===== src/rtl/hold_arb_pkg.sv =====
package hold_arb_pkg;

    typedef enum logic [2:0] {
        ST_IDLE    = 3'd0,
        ST_DRAIN   = 3'd1,
        ST_GRANT   = 3'd2,
        ST_HELD    = 3'd3,
        ST_RESTORE = 3'd4
    } hold_state_t;

endpackage


===== src/rtl/hold_sync.sv =====
module hold_sync #(
    parameter int STAGES = 2
) (
    input  logic clk,
    input  logic rst_n,
    input  logic d,
    output logic q
);
    localparam int LAST = STAGES - 1;

    logic [LAST:0] chain;

    genvar g;
    generate
        for (g = 0; g < STAGES; g++) begin : g_stage
            if (g == 0) begin : g_first
                always_ff @(posedge clk or negedge rst_n) begin
                    if (!rst_n) chain[0] <= 1'b0;
                    else        chain[0] <= d;
                end
            end else begin : g_next
                always_ff @(posedge clk or negedge rst_n) begin
                    if (!rst_n) chain[g] <= 1'b0;
                    else        chain[g] <= chain[g-1];
                end
            end
        end
    endgenerate

    assign q = chain[LAST];
endmodule


===== src/rtl/hold_fsm.sv =====
module hold_fsm
    import hold_arb_pkg::*;
(
    input  logic clk,
    input  logic rst_n,
    input  logic req,
    input  logic busy,
    input  logic pending,
    output logic ack,
    output logic flt,
    output logic breq,
    output logic stall
);
    hold_state_t state_q, state_d;

    always_ff @(posedge clk or negedge rst_n) begin
        if (!rst_n) state_q <= ST_IDLE;
        else        state_q <= state_d;
    end

    always_comb begin
        state_d = state_q;
        unique case (state_q)
            ST_IDLE: begin
                if (req) state_d = busy ? ST_DRAIN : ST_GRANT;
            end
            ST_DRAIN: begin
                if (!req)       state_d = ST_IDLE;
                else if (!busy) state_d = ST_GRANT;
            end
            ST_GRANT:   state_d = ST_HELD;
            ST_HELD: begin
                if (!req) state_d = ST_RESTORE;
            end
            ST_RESTORE: state_d = ST_IDLE;
            default:    state_d = ST_IDLE;
        endcase
    end

    always_comb begin
        ack   = 1'b0;
        flt   = 1'b0;
        breq  = 1'b0;
        stall = 1'b0;
        unique case (state_q)
            ST_IDLE: ;
            ST_DRAIN: stall = 1'b1;
            ST_GRANT: begin
                stall = 1'b1;
                ack   = 1'b1;
            end
            ST_HELD: begin
                stall = 1'b1;
                ack   = 1'b1;
                flt   = 1'b1;
                breq  = pending;
            end
            ST_RESTORE: stall = 1'b1;
            default: ;
        endcase
    end
endmodule


===== src/rtl/bus_hold_arbiter.sv =====
module bus_hold_arbiter #(
    parameter int SYNC_STAGES = 2
) (
    input  logic clk,
    input  logic rst_n,
    input  logic hold_en,
    input  logic hold_req,
    input  logic ctl_busy,
    input  logic ctl_pending,
    output logic hold_ack,
    output logic bus_req,
    output logic pad_float,
    output logic ctl_stall
);
    logic req_sync;
    logic req_eff;

    hold_sync #(.STAGES(SYNC_STAGES)) i_sync (
        .clk   (clk),
        .rst_n (rst_n),
        .d     (hold_req),
        .q     (req_sync)
    );

    assign req_eff = req_sync & hold_en;

    hold_fsm i_fsm (
        .clk     (clk),
        .rst_n   (rst_n),
        .req     (req_eff),
        .busy    (ctl_busy),
        .pending (ctl_pending),
        .ack     (hold_ack),
        .flt     (pad_float),
        .breq    (bus_req),
        .stall   (ctl_stall)
    );
endmodule


===== config.mk =====
export PLATFORM = sky130hd
export DESIGN_NAME = bus_hold_arbiter
export DESIGN_NICKNAME = d
export VERILOG_FILES = /design/src/rtl/hold_arb_pkg.sv /design/src/rtl/hold_sync.sv /design/src/rtl/hold_fsm.sv /design/src/rtl/bus_hold_arbiter.sv
export SDC_FILE = /design/constraint.sdc
export NUM_CORES = 1
export LEC_CHECK = 0
export CAP_MARGIN = 20
export CORE_AREA = 3 3 40 42
export CTS_CLUSTER_SIZE = 30
export DETAILED_ROUTE_END_ITERATION = 8
export DIE_AREA = 0 0 43 45
export GPL_TIMING_DRIVEN = 0
export PLACE_DENSITY_LB_ADDON = 0.3
export SLEW_MARGIN = 30
export SYNTH_ARGS = -nofsm -noshare
export SYNTH_HDL_FRONTEND = slang
export SYNTH_SLANG_ARGS = --single-unit

===== constraint.sdc =====
create_clock -name clk -period 1.16 [get_ports clk]
set_input_delay 0.232 -clock clk [delete_from_list [all_inputs] [get_ports clk]]
set_output_delay 0.232 -clock clk [all_outputs]
set_load 0.02 [all_outputs]

==> Word level (Yosys, flattened, before mapping) <==
Cells that the tools add are included.
{ "word_totals": {"ff_bits": 5, "wordCells": 25} }
{ "op_classes": {"eq_ne": 7, "mux": 10, "n_bitwise": 1, "n_reduce_logical": 4} }
{ "op_table": {"columns": ["operator", "n"], "rows": [
  ["$mux 3", 4],
  ["$pmux 3 s4", 1],
  ["$eq 3x2->1 const B", 2],
  ["$mux 1", 4],
  ["$reduce_or 4->1", 1],
  ["$eq 3x1->1 const B", 1],
  ["$eq 3x3->1 const B", 1],
  ["$logic_not 3->1", 1],
  ["$ne 3x3->1 const B", 1],
  ["$reduce_and 3->1", 1],
  ["$mux 2", 1],
  ["$ne 2x1->1 const B", 1],
  ["$ne 2x2->1 const B", 1],
  ["$reduce_or 2->1", 1],
  ["$and 1x1->1", 1]
]} }

==> Longest topological paths before layout <==
{ "logic_depth": {"ltp_word": 3, "depth_mapped": 3} }

==> By module <==
From an unflattened synthesis, not the netlist that was laid out.
{ "unflattened": {"cells_unflattened": 18, "area_unflattened_um2": 216.5} }
{ "modules_own_cells": {"columns": ["module", "n_inst", "cells_per_inst", "area_per_inst_um2"], "rows": [
  ["hold_fsm", 1, 15, 160.2],
  ["hold_sync", 1, 2, 50.0],
  ["bus_hold_arbiter", 1, 1, 6.3]
]} }

==> Least setup slack after synthesis <==
OpenSTA, ideal clock, no wires.
{ "synth_path": {"kind": "register -> output", "start": "reg i_fsm.state_q[2]", "end": "out bus_req", "t_arrival_ps": 928, "path_slack_ps": 0, "stages_incl_launch_ff": 4, "path_cell_list": "dfrtp_1 nand2b_4 inv_2 and3_1"} }
{ "synth_via": {"elab_chain_cells": 2} }
{ "synth_lines": {"columns": ["item", "line", "rtl"], "rows": [
  ["start: declaration", "hold_fsm.sv:14", "hold_state_t state_q, state_d;"],
  ["start signal: assignment", "hold_fsm.sv:18", "else state_q <= state_d;"],
  ["$eq 3x2->1", "hold_fsm.sv:45", "unique case (state_q)"],
  ["$mux 1", "hold_fsm.sv:45", null],
  ["end: declaration", "bus_hold_arbiter.sv:11", "output logic bus_req,"]
]} }
Every way passes these cells.

==> Final worst setup path <==
Same ends and word-level chain as after synthesis.

==> results_dict.tcl <==
set metrics [dict create \
    status "finished with violations" \
    violations "negative setup slack" \
    worstSetupEndpointType "primary output" \
    r2r_cells 4 \
    design.core.area_um2 1280 \
    cp_cell_sequence "nand2b_4, inv_4, and3_4, buf_6" \
    gp_congestion 0.678 \
    critPathArrivalTime_ns 1.09 \
    cp_slowest_cell "dfrtp_1" \
    startpoint_type "register" \
    numCtsBuffers 3 \
    setup_viol 4 \
    fillers 128 \
    worst-path-stages 4 \
    vias 192 \
    grt_use_total_pct 6.12 \
    yosysTopAreaCellShare_pct 60.6 \
    worst_path_dominant_cell_family "flip-flops" \
    syn_area_per_cell_um2 12.1 \
    nets 42 \
    rows 13 \
    clkLatencyLatePin_ns 0.24 \
    worstHoldPathType "in2async" \
    initial_utilization_pct 16.1 \
    r2r_start "i_fsm.state_q[2]$_DFFE_PN0P_" \
    viasPerCell 3.84 \
    syn_inst 17 \
    antenna_cells 0 \
    critical_path_class "reg2out" \
    fin_setup_tns_ns -0.510 \
    drc 0 \
    max_slew_margin_pct 83.1 \
    fin_ws_ns -0.160 \
    p_per_area_nw_per_um2 2620 \
    cts_tree "yes" \
    hold_viol_final 0 \
    cp-endpoint "bus_req" \
    power_mw 1.03 \
    ys_ff_latch 5 \
    utilization_pct 30.7 \
    synth_seq_area_share_pct 60.6 \
    io_pins 10 \
    antenna_found_initial 0 \
    fmax_mhz 758 \
    port_buffers 9 \
    cts-root-buf "clkbuf_4" \
    max_stage_delay_ns 0.37 \
    grt_start_max_net_pins 6 \
    final_cell_mix "dfrtp_1 (5), clkdlybuf4s50_1 (5), buf_4 (5)" \
    netlist_area_um2 206 \
    cts_buffer_depth 2 \
    fin_crit_sh_pct 114 \
    worstMarginPinSlew_ns 0.252 \
    clk_pin_slew_ns 0.04 \
    fp.dieW_um 43 \
    yosys.area.top_type "dfrtp_1" \
    reg2reg_slack_ns 0.16 \
    cts_hold_buf 0 \
    grt_first_pass_wirelength_um 841 \
    first_pass_iters 1 \
    routed_wirelength_um 452 \
    clock-sinks 5 \
    design.die.area_um2 1940 \
    grt_overflow 0 \
    regArea_um2 125 \
    multi_input_area_um2 81.3 \
    area_growth_pct 90.9 \
    p_leak_nw 0.184 \
    grt_pass1_vias 193 \
    ant_nets 0 \
    ys_types 11 \
    layout-drive-gt1-share_pct 45.7 \
    worstPathMaxFanout 4 \
    critPathRequiredTime_ns 0.93 \
    drtIter0Drc 0 \
    wl_per_cell_um 9.04 \
    startpoint "i_fsm.state_q[2]$_DFFE_PN0P_" \
    yosysWarnings 0 \
    path_buf_inv 2 \
    rsz0062_at_grt "yes" \
    max-cap-violations 0 \
    r2r-end "i_fsm.state_q[0]$_DFFE_PN0P_" \
    final.setup_skew_ns 0.00376 \
    syn-num-nets 23 \
    fin_crit_ns 1.32 \
    h-tree-depth 1 \
    slew_violations 0 \
    die_y_um 45 \
    synth_area_leaders "dfrtp_1 (61%), o32ai_1 (8.5%), nand2b_4 (6.7%), and3_1 (6.1%), xnor2_1 (4.2%)" \
    ir_drop_v 0.000888 \
]
cells by family (layout without fill, tap and decap cells):
group	after synthesis	after routing	synth area share, %
compound gates	3	3	12.1
xor+xnor	1	1	4.24
buf+inv	2	20	3.63
simple gates	6	6	19.4
flops	5	5	60.6
report_power, final:
group          internal, mW  leakage, nW  switching (mW)
sequential            0.222       0.0622          0.0427
combinational         0.331        0.107           0.241
clock                 0.130       0.0150          0.0672
flip-flops by register name, summed over array words and instances, names as in the netlist:
signal,flops
i_sync.chain,1
i_sync.q,1
i_fsm.state_q,3
cell type report:
cell class	count	area share (%)
timing repair buffer	14	33.7
sequential	5	31.7
multi-input combinational	10	20.6
clock buffer	4	6.67
tap	15	4.76
inverter	2	2.54
worst min path at each step:
stage	endpoint	start	slack, ns	cells past startpoint
2_1_floorplan	i_fsm.state_q[0]$_DFFE_PN0P_	rst_n	-0.06	0
3_3_place_gp	i_sync.q$_DFF_PN0_	i_sync.chain[0]$_DFF_PN0_	0.33	0
3_5_place_dp	i_sync.q$_DFF_PN0_	i_sync.chain[0]$_DFF_PN0_	0.34	0
4_1_cts	i_fsm.state_q[2]$_DFFE_PN0P_	rst_n	0.21	1
5_1_grt	i_sync.chain[0]$_DFF_PN0_	rst_n	0.22	1
6_report	i_fsm.state_q[2]$_DFFE_PN0P_	rst_n	0.21	1
Yosys cell counts, drive strengths merged:
library cell and instances:
nand2 1, and2 1, xnor2 1, inv 2, o32ai 2, a21boi 1, and3 2, dfrtp 5
nand2b 1, nor2 1
through the flow:
| stage | area, um^2 | hold slack (ns) | setup slack (ns) | std cells |
|---|---|---|---|---|
| 6_report | 394 | 0.210 | -0.160 | 50 |
| 3_3_place_gp | 317 | 0.334 | -0.506 | 41 |
| 3_5_place_dp | 317 | 0.344 | -0.496 | 41 |
| 2_1_floorplan | 208 | -0.0636 | 0.0259 | 17 |
| 5_1_grt | 394 | 0.221 | -0.215 | 50 |
| 4_1_cts | 369 | 0.210 | -0.173 | 48 |
routing by layer:
metal | wire, um | track usage (%)
met1 | 188 | 6.63
met2 | 188 | 8.68
met3 | 75 | 5.58
met4 | 0 | 1.81
met5 | 0 | 0
timing repair:
item	CTS	global route
pin swaps	4	1
endpoints found under the setup margin	4	4
buffers inserted	3	2
resized for setup	25	3
Note: power is estimated with default switching activity, not from simulation.
